[src/rtl/ipi_pkg.sv]
package ipi_pkg;

    localparam int unsigned WORD_W   = 32;
    localparam int unsigned LO_OFFS  = 'h300;
    localparam int unsigned HI_OFFS  = 'h310;
    localparam int unsigned BUSY_BIT = 12;
    localparam int unsigned RRS_LSB  = 16;
    localparam int unsigned SH_LSB   = 18;
    localparam int unsigned DEST_LSB = 24;

    typedef enum logic [1:0] {
        SH_FIELD   = 2'b00,
        SH_SELF    = 2'b01,
        SH_ALL_INC = 2'b10,
        SH_ALL_EXC = 2'b11
    } shorthand_e;

    typedef struct packed {
        shorthand_e  sh;
        logic        trig;
        logic        level;
        logic        logical;
        logic [2:0]  mode;
        logic [7:0]  vector;
    } cmd_fields_t;

    function automatic cmd_fields_t unpack_lo(input logic [WORD_W-1:0] w);
        cmd_fields_t f;
        f.vector  = w[7:0];
        f.mode    = w[10:8];
        f.logical = w[11];
        f.level   = w[14];
        f.trig    = w[15];
        f.sh      = shorthand_e'(w[SH_LSB+1:SH_LSB]);
        return f;
    endfunction

    function automatic logic [WORD_W-1:0] pack_lo(input cmd_fields_t f,
                                                  input logic busy,
                                                  input logic [1:0] rrs);
        logic [WORD_W-1:0] w;
        w                      = '0;
        w[7:0]                 = f.vector;
        w[10:8]                = f.mode;
        w[11]                  = f.logical;
        w[BUSY_BIT]            = busy;
        w[14]                  = f.level;
        w[15]                  = f.trig;
        w[RRS_LSB+1:RRS_LSB]   = rrs;
        w[SH_LSB+1:SH_LSB]     = f.sh;
        return w;
    endfunction

endpackage

[src/rtl/ipi_bus_decode.sv]
module ipi_bus_decode #(
    parameter int unsigned ADDR_W = 12
) (
    input  logic              bus_wr,
    input  logic [ADDR_W-1:0] bus_addr,
    output logic              sel_lo,
    output logic              sel_hi,
    output logic              wr_lo,
    output logic              wr_hi
);
    import ipi_pkg::*;

    localparam logic [ADDR_W-1:0] LO_A = ADDR_W'(LO_OFFS);
    localparam logic [ADDR_W-1:0] HI_A = ADDR_W'(HI_OFFS);

    always_comb begin
        sel_lo = (bus_addr == LO_A);
        sel_hi = (bus_addr == HI_A);
        wr_lo  = bus_wr && sel_lo;
        wr_hi  = bus_wr && sel_hi;
    end

    always_comb begin
        a_r12_one_select: assert (!(sel_lo && sel_hi));
    end
endmodule

[src/rtl/ipi_dest_resolve.sv]
module ipi_dest_resolve #(
    parameter int unsigned NCPU     = 8,
    parameter int unsigned LOCAL_ID = 0,
    parameter int unsigned ID_W     = 8
) (
    input  ipi_pkg::shorthand_e sh,
    input  logic [ID_W-1:0]     dest_id,
    output logic [NCPU-1:0]     dest_map
);
    import ipi_pkg::*;

    for (genvar i = 0; i < NCPU; i++) begin : g_bit
        localparam bit IS_LOCAL = (i == LOCAL_ID);
        always_comb begin
            unique case (sh)
                SH_FIELD:   dest_map[i] = (dest_id == ID_W'(i));
                SH_SELF:    dest_map[i] = IS_LOCAL;
                SH_ALL_INC: dest_map[i] = 1'b1;
                SH_ALL_EXC: dest_map[i] = !IS_LOCAL;
                default:    dest_map[i] = 1'b0;
            endcase
        end
    end

    always_comb begin
        if (sh == SH_SELF)
            a_r6_self_only: assert ($countones(dest_map) == 1 && dest_map[LOCAL_ID]);
        if (sh == SH_ALL_INC)
            a_r7_all: assert (&dest_map);
        if (sh == SH_ALL_EXC)
            a_r8_all_but_self: assert ($countones(dest_map) == NCPU - 1 && !dest_map[LOCAL_ID]);
        if (sh == SH_FIELD)
            a_r5_at_most_one: assert ($onehot0(dest_map));
    end
endmodule

[src/rtl/ipi_send_ctrl.sv]
module ipi_send_ctrl #(
    parameter int unsigned NCPU = 8
) (
    input  logic                     clk,
    input  logic                     rst,
    input  logic                     wr_lo,
    input  ipi_pkg::cmd_fields_t     new_fields,
    input  logic [NCPU-1:0]          new_map,
    input  logic                     msg_ack,
    output logic                     busy,
    output ipi_pkg::cmd_fields_t     fields_q,
    output logic [NCPU-1:0]          map_q,
    output logic                     cmd_err
);
    import ipi_pkg::*;

    logic accept;
    assign accept = wr_lo && !busy;

    always_ff @(posedge clk) begin
        if (rst) begin
            busy     <= 1'b0;
            fields_q <= '0;
            map_q    <= '0;
            cmd_err  <= 1'b0;
        end else begin
            if (accept) begin
                busy     <= 1'b1;
                fields_q <= new_fields;
                map_q    <= new_map;
            end else if (busy && msg_ack) begin
                busy <= 1'b0;
            end
            if (wr_lo && busy)
                cmd_err <= 1'b1;
        end
    end

    a_r3_accept_sets_busy: assert property (@(posedge clk) disable iff (rst)
        (wr_lo && !busy) |=> busy);
    a_r4_hold_until_ack: assert property (@(posedge clk) disable iff (rst)
        (busy && !msg_ack) |=> (busy && $stable(fields_q) && $stable(map_q)));
    a_r4_ack_clears: assert property (@(posedge clk) disable iff (rst)
        (busy && msg_ack) |=> !busy);
    a_r9_drop_flags_err: assert property (@(posedge clk) disable iff (rst)
        (wr_lo && busy) |=> (cmd_err && $stable(fields_q) && $stable(map_q)));
    a_r9_err_sticky: assert property (@(posedge clk) disable iff (rst)
        cmd_err |=> cmd_err);
endmodule

[src/rtl/ipi_cmd_reg.sv]
module ipi_cmd_reg #(
    parameter int unsigned ADDR_W   = 12,
    parameter int unsigned NCPU     = 8,
    parameter int unsigned LOCAL_ID = 2
) (
    input  logic              clk,
    input  logic              rst,
    input  logic              bus_wr,
    input  logic [ADDR_W-1:0] bus_addr,
    input  logic [31:0]       bus_wdata,
    output logic [31:0]       bus_rdata,
    input  logic [1:0]        rr_status,
    output logic              msg_req,
    input  logic              msg_ack,
    output logic [7:0]        msg_vector,
    output logic [2:0]        msg_mode,
    output logic              msg_logical,
    output logic              msg_level,
    output logic              msg_trig,
    output logic [NCPU-1:0]   msg_dest_map,
    output logic              cmd_err
);
    import ipi_pkg::*;

    localparam int unsigned ID_W = WORD_W - DEST_LSB;

    logic            sel_lo, sel_hi, wr_lo, wr_hi, busy;
    logic [ID_W-1:0] dest_q;
    cmd_fields_t     new_fields, fields_q;
    logic [NCPU-1:0] new_map, map_q;

    ipi_bus_decode #(.ADDR_W(ADDR_W)) u_dec (
        .bus_wr(bus_wr), .bus_addr(bus_addr),
        .sel_lo(sel_lo), .sel_hi(sel_hi), .wr_lo(wr_lo), .wr_hi(wr_hi)
    );

    always_ff @(posedge clk) begin
        if (rst)        dest_q <= '0;
        else if (wr_hi) dest_q <= bus_wdata[WORD_W-1:DEST_LSB];
    end

    assign new_fields = unpack_lo(bus_wdata);

    ipi_dest_resolve #(.NCPU(NCPU), .LOCAL_ID(LOCAL_ID), .ID_W(ID_W)) u_res (
        .sh(new_fields.sh), .dest_id(dest_q), .dest_map(new_map)
    );

    ipi_send_ctrl #(.NCPU(NCPU)) u_ctl (
        .clk(clk), .rst(rst), .wr_lo(wr_lo), .new_fields(new_fields),
        .new_map(new_map), .msg_ack(msg_ack), .busy(busy),
        .fields_q(fields_q), .map_q(map_q), .cmd_err(cmd_err)
    );

    always_comb begin
        if (sel_lo)      bus_rdata = pack_lo(fields_q, busy, rr_status);
        else if (sel_hi) bus_rdata = {dest_q, {DEST_LSB{1'b0}}};
        else             bus_rdata = '0;
    end

    assign msg_req      = busy;
    assign msg_vector   = fields_q.vector;
    assign msg_mode     = fields_q.mode;
    assign msg_logical  = fields_q.logical;
    assign msg_level    = fields_q.level;
    assign msg_trig     = fields_q.trig;
    assign msg_dest_map = map_q;

    a_r2_dest_kept: assert property (@(posedge clk) disable iff (rst)
        !wr_hi |=> $stable(dest_q));
endmodule

[config.mk]
export PLATFORM = sky130hd
export DESIGN_NAME = ipi_cmd_reg
export DESIGN_NICKNAME = d
export VERILOG_FILES = /design/src/rtl/ipi_pkg.sv /design/src/rtl/ipi_bus_decode.sv /design/src/rtl/ipi_dest_resolve.sv /design/src/rtl/ipi_send_ctrl.sv /design/src/rtl/ipi_cmd_reg.sv
export SDC_FILE = /design/constraint.sdc
export NUM_CORES = 1
export LEC_CHECK = 0
export BUFFER_PORTS_ARGS = -buffer_cell sky130_fd_sc_hd__buf_4
export CAP_MARGIN = 30
export CORE_ASPECT_RATIO = 0.7
export CORE_MARGIN = 2
export CORE_UTILIZATION = 40
export DETAILED_ROUTE_END_ITERATION = 16
export PLACE_DENSITY = 0.74
export REMOVE_ABC_BUFFERS = 1
export SLEW_MARGIN = 5
export SYNTH_ARGS = -nofsm -noshare
export SYNTH_HDL_FRONTEND = slang
export SYNTH_SLANG_ARGS = --single-unit
[constraint.sdc]
create_clock -name clk -period 4 [get_ports clk]
set_input_delay 0.6 -clock clk [delete_from_list [all_inputs] [get_ports clk]]
set_output_delay 0.6 -clock clk [all_outputs]
set_load 0.005 [all_outputs]
==> results of run 1 <==
[final cells by class]
| cell class | count | area share (%) |
|---|---|---|
| clock inverters | 3 | 2.77 |
| flip-flops and latches | 34 | 27.4 |
| multi-input cells | 130 | 35.5 |
| inverters | 3 | 0.454 |
| repair buffers | 94 | 28.4 |
| well taps | 52 | 2.62 |
| clock buffers | 5 | 2.77 |
[tightest hold or removal path: cells and delay by family, from the launching register on]
family | cells | cell delay [ns]
simple gates | 1 | 0.07
flops | 1 | 0.33
compound gates | 1 | 0.04
[power by group]
group | internal [mW] | switching [mW]
sequential | 0.338 | 0.0000298
combinational | 0.0306 | 0.0188
clock | 0.250 | 0.128
[kinds of logic after synthesis]
group	count (synthesis)
other	1
muxes	24
adders and majority gates	4
and+or+nand+nor	82
AOI/OAI and AO/OA	15
DFF	34
buffers and inverters	30
[placed cells by master (no fill, tap or decap), types with 2 or more instances in the layout]
cell / Yosys / layout
buf_4: 17 / 94
dfxtp_1: 34 / 34
nor2_1: 31 / 31
mux2i_1: 24 / 24
and2_1: 19 / 19
and3_1: 8 / 8
a21oi_1: 5 / 5
conb_1: 1 / 5
clkbuf_8: 0 / 5
nand3_1: 4 / 4
o21bai_1: 4 / 4
ha_1: 4 / 4
inv_1: 3 / 3
a211oi_1: 3 / 3
nor4_2: 0 / 2
nand2_1: 2 / 2
nor2b_1: 2 / 2
nand4_1: 2 / 2
bufinv_16: 0 / 2
[flip-flops by register name, summed over array words and instances (netlist names)]
register        cells
dest_q              8
u_ctl.busy          1
u_ctl.cmd_err       1
u_ctl.fields_q     16
u_ctl.map_q         8
[worst paths after layout]
path / start / endpoint / slack, ns
max: bus_addr[2] / bus_rdata[27] / 1.20
min: u_ctl.cmd_err$_SDFFE_PP0P_ / u_ctl.cmd_err$_SDFFE_PP0P_ / 0.48
max reg2reg: u_ctl.busy$_SDFFE_PP0P_ / u_ctl.map_q[7]$_SDFFE_PP0P_ / 2.06
min reg2reg: u_ctl.cmd_err$_SDFFE_PP0P_ / u_ctl.cmd_err$_SDFFE_PP0P_ / 0.48
[per-layer routing]
metal / GRT usage (%) / routed length [um] / vias to the layer above
li1: - / - / 777
met1: 21.1 / 1740 / 684
met2: 25.3 / 1750 / 63
met3: 5.06 / 444 / 4
met4: 5.62 / 30 / 0
met5: 0 / 0 / -
[synthesized netlist by cell type, drive strengths merged, types with 2 or more instances]
library cell / number / area share [%]
o21bai: 4 / 1.7
ha: 4 / 2.9
a21oi: 5 / 1.5
nor2: 31 / 6.7
buf: 20 / 8.9
nand2: 2 / 0.44
dfxtp: 34 / 39
nand3: 4 / 1.2
and3: 8 / 2.9
a211oi: 3 / 1.3
mux2i: 24 / 14
clkbuf: 7 / 1.5
inv: 3 / 0.65
nor2b: 2 / 0.73
nor4: 4 / 2.3
and2: 19 / 6.9
nand4: 2 / 0.73
[metrics by stage]
stage	instances	utilization (%)	instance area, um^2
3_3_place_gp	313	58.0	2340
2_1_floorplan	167	-	1560
6_report	321	61.4	2480
3_5_place_dp	313	58.0	2340
4_1_cts	321	61.4	2480
5_1_grt	321	61.4	2480
==> impl_metrics.toml, run 1 <==
[sta]
tightestPinTransition_ns = 0.858
grt_setup_unrepaired = "false"
fmax_ghz = 0.357
finalWorstSetupSlack_ns = 1.20
hold_ws_ns = 0.481
clock_skew_ns = 0.00585
period_share_pct = 70.1
tns_ns = 0
finalCriticalPeriod_ns = 2.80
setup_viol_count_final = 0
hold_viol = 0
slew-limit-headroom_pct = 42.2
slew_violations = 0

[clock_network]
cts_resized = 0
clkLatencyLatePin_ns = 0.28
cts_hold_buffers = 0
htreeDepth = 2
cts_tree = "built"
clock_tree.root_cell = "clkbuf_8"
cts.sinks = 34
clk_path_buf_depth = 2
clkTransAtPathRegs_ns = 0.07
numCtsBuffers = 5
postCtsSetupBuffers = 0

[job]
maxCapViolCount = 0

[route]
via_count = 1528
dr.pass1.iters = 4
drt-total-wl_mm = 3.97
wl_per_cell_um = 12.4
ant_nets = 0
drt-initial-drc-count = 60
vias_per_cell = 4.76
drcViolationCount = 0

[yosys]
synth-seq-area-share_pct = 39.4
async_flop_share_pct = 0
yosys.area_share.simple_pct = 26.6
synth_top_family_by_area = "simple AND/OR/NAND/NOR gates"
syn_inst = 190
avgSynthCellArea_um2 = 9.08
ys_warn_count = 0
yosys.area_share.adder_pct = 2.90
synth_seq_cells = 34
synth.distinct_cells = 34
synth-compound-area-share_pct = 5.80
yosys_most_used_dff = "dfxtp_1"
synth_edf_count = 0
synth_xor_area_share_pct = 0
synth.area.mux_share_pct = 13.9
syn_area_mm2 = 0.00173

[placement]
pre_cts_ws_ns = 1.21
numPortBuffers = 92
place.gp.congestion = 0.703
place_hpwl_mm = 2.89

[critical_path]
critPathKind = "in -> out"
cp.arrival_ns = 2.20
worst-path-buf-inv = 2
endpoint_kind = "primary output"
path_common_cell = "buf_4"
rr_worst_depth = 5
start_kind = "input port"
crit_required_ns = 3.40
path_depth = 5
max_stage_delay_ns = 0.57
crit_fanout = 8
crit_slowest_cell = "or4_4"
crit_family = "simple AND/OR/NAND/NOR gates"
path_cells = "buf_4 > or4_4 > nor3_1 > and3_1 > buf_4"

[power_and_ir_drop]
power_mw = 0.766
ir_drop_uv = 175
p_per_area_mw_per_mm2 = 309
leakage_nw = 1.16

[grt]
grt_start_max_net_pins = 35
grt_usage_pct = 16.2
grt_pass1_wl_mm = 6.02
grt_pass1_vias = 1323
antenna_found_initial = 0
grt_overflow = 0

[die]
initial_core_util_pct = 42.7
die_w_um = 82.5
chipHeight_um = 59.0
dieArea_mm2 = 0.00486
pin_count = 106
coreArea_mm2 = 0.00404
rows = 19

[run_status]
outcome = "finished, final reports clean"

[finish]
nFillCells = 375
layout-drive-gt1-share_pct = 39.8
nets = 322
syn_to_final_growth_pct = 43.8
regArea_um2 = 681
antenna_cells = 0
multi_input_area_um2 = 881

[min_path]
hold_class = "reg -> reg"
min_path_cells = 2
No activity file was read; power rests on OpenSTA's default activity.
==> inputs of run 2 (changes only) <==
==> constraint.sdc (replaced) <==
create_clock -name clk -period 2.6 [get_ports clk]
set_input_delay 0.39 -clock clk [delete_from_list [all_inputs] [get_ports clk]]
set_output_delay 0.39 -clock clk [all_outputs]
set_load 0.005 [all_outputs]
==> run 2 against run 1 <==
  * Clock-buffer cell count unchanged
  * Non-clock buffer count is 3 higher
  * Worst hold slack got worse by 0.14 ns
  * Routed wire length decreased by 0.98%
  * Critical path depth up 1
  * Flip-flop and latch count unchanged
  * First-iteration DRC count is 60% lower
  * Critical path type unchanged
  * Highest routed layer unchanged
==> impl_metrics.toml, run 2 (same netlist as run 1, synthesis figures left out) <==
[critical_path]
start_kind = "input port"
crit_required_ns = 2.21
critPathKind = "in -> out"
regToRegSetupSlack_ns = 0.71
endpoint_kind = "primary output"
crit_fanout = 20
cp.arrival_ns = 1.84

[power_and_ir_drop]
internal_power_mw = 0.849
p_sw_mw = 0.214
ir_drop_uv = 289
switching_share_pct = 20.1
p_clk_share_pct = 43.8
p_comb_share_pct = 7.2
p_seq_share_pct = 49.0
power_mw = 1.06
leakage_nw = 1.16
p_per_area_mw_per_mm2 = 428

[clock_network]
cts_hold_buffers = 0
cts_resized = 0
postCtsSetupBuffers = 0
clkTransAtPathRegs_ns = 0.07
clock_tree.root_cell = "clkbuf_8"
htreeDepth = 2
clkLatencyLatePin_ns = 0.28
cts_tree = "built"
cts.sinks = 34
numCtsBuffers = 5
clk_path_buf_depth = 2

[route]
drt-total-wl_mm = 3.93
dr.pass1.iters = 4
drcViolationCount = 0
wl_per_cell_um = 12.1
vias_per_cell = 4.74
ant_nets = 0
via_count = 1535
drt-initial-drc-count = 24

[finish]
layout_commonest_cell = "buf_4"
layout-drive-gt1-share_pct = 40.4
syn_to_final_growth_pct = 44.2
nets = 325
largest_reg_flops = 16
regArea_um2 = 681
max_flop_register = "u_ctl.fields_q"
final_area_mm2 = 0.00249
nFillCells = 375
mostFrequentLayoutCells = "buf_4, dfxtp_1, nor2_1"
fin_cells = 324
antenna_cells = 0
final_core_util_pct = 61.5
multi_input_area_um2 = 881
largestRegisters = "u_ctl.fields_q x16, dest_q x8, u_ctl.map_q x8"

[grt]
antenna_found_initial = 0
grt_pass1_wl_mm = 5.91
grt_pass1_vias = 1306
grt_overflow = 0
grt_start_max_net_pins = 35
grt_usage_pct = 15.9

[die]
coreArea_mm2 = 0.00404
pin_count = 106
rows = 19
initial_core_util_pct = 42.7
chipHeight_um = 59.0
dieArea_mm2 = 0.00486
die_w_um = 82.5

[placement]
numPortBuffers = 92
post-place-cells = 316
place.gp.congestion = 0.715
place_hpwl_mm = 2.93
placed_area_mm2 = 0.00238

[min_path]
hold_class = "in -> reg"

[sta]
setup_viol_count_final = 0
clock_skew_ns = 0.00308
slew_violations = 0
period_share_pct = 85.9
grt_setup_unrepaired = "false"
finalCriticalPeriod_ns = 2.23
fmax_ghz = 0.448
hold_viol = 0

[run_status]
outcome = "finished, final reports clean"

[job]
maxCapViolCount = 0
==> run 2: changes by cell type in the layout (fill, tap and decap cells not counted), sizes merged <==
cell,before,now
buf,94,97
bufinv,2,1
clkinv,1,2
==> run 2: layer usage <==
metal | track usage (%) | share of wire [%] | vias to the layer above
met5 | 0 | 0 | -
met4 | 6.32 | 1.5 | 0
met3 | 4.91 | 11 | 6
met2 | 24.9 | 44 | 59
met1 | 20.4 | 44 | 687
li1 | - | - | 783
==> run 2: path summary, 6_finish.rpt <==
check,startpoint,endpoint,depth (start not counted)
worst max register to register,u_ctl.busy$_SDFFE_PP0P_,u_ctl.map_q[6]$_SDFFE_PP0P_,5
worst max-delay path,bus_addr[2],bus_rdata[19],6
worst min-delay path,bus_wdata[14],u_ctl.fields_q[12]$_SDFFE_PP0P_,3
worst min register to register,u_ctl.cmd_err$_SDFFE_PP0P_,u_ctl.cmd_err$_SDFFE_PP0P_,2
==> run 2: power by group through the flow <==
stage	sequential [mW]	clock [mW]	combinational [mW]
2_1_floorplan	0.533	0	0.0163
3_3_place_gp	0.533	0	0.0756
3_5_place_dp	0.533	0	0.0766
4_1_cts	0.521	0.483	0.0771
5_1_grt	0.520	0.506	0.0842
6_report	0.521	0.466	0.0764
==> run 2: critical path, cell delays in order <==
cell	delay, ns
buf_4	0.11
or4_4	0.58
nor4_2	0.26
buf_4	0.24
and2_1	0.15
buf_4	0.11
==> run 2: cell type report <==
class,count,share of cell area [%]
clock buffer,5,2.77
clock inverter,3,1.61
inverter,3,0.453
multi-input combinational,130,35.4
sequential,34,27.4
tap,52,2.62
timing repair buffer,97,29.8
==> run 2: through the flow <==
step	hold WS (ns)	worst slack [ns]	TNS, ns
finish	0.342	0.368	0
global route	0.335	0.256	0
CTS	0.337	0.328	0
detailed placement	0.461	0.300	0
global placement	0.459	0.321	0
floorplan	0.452	-2.07	-50.65
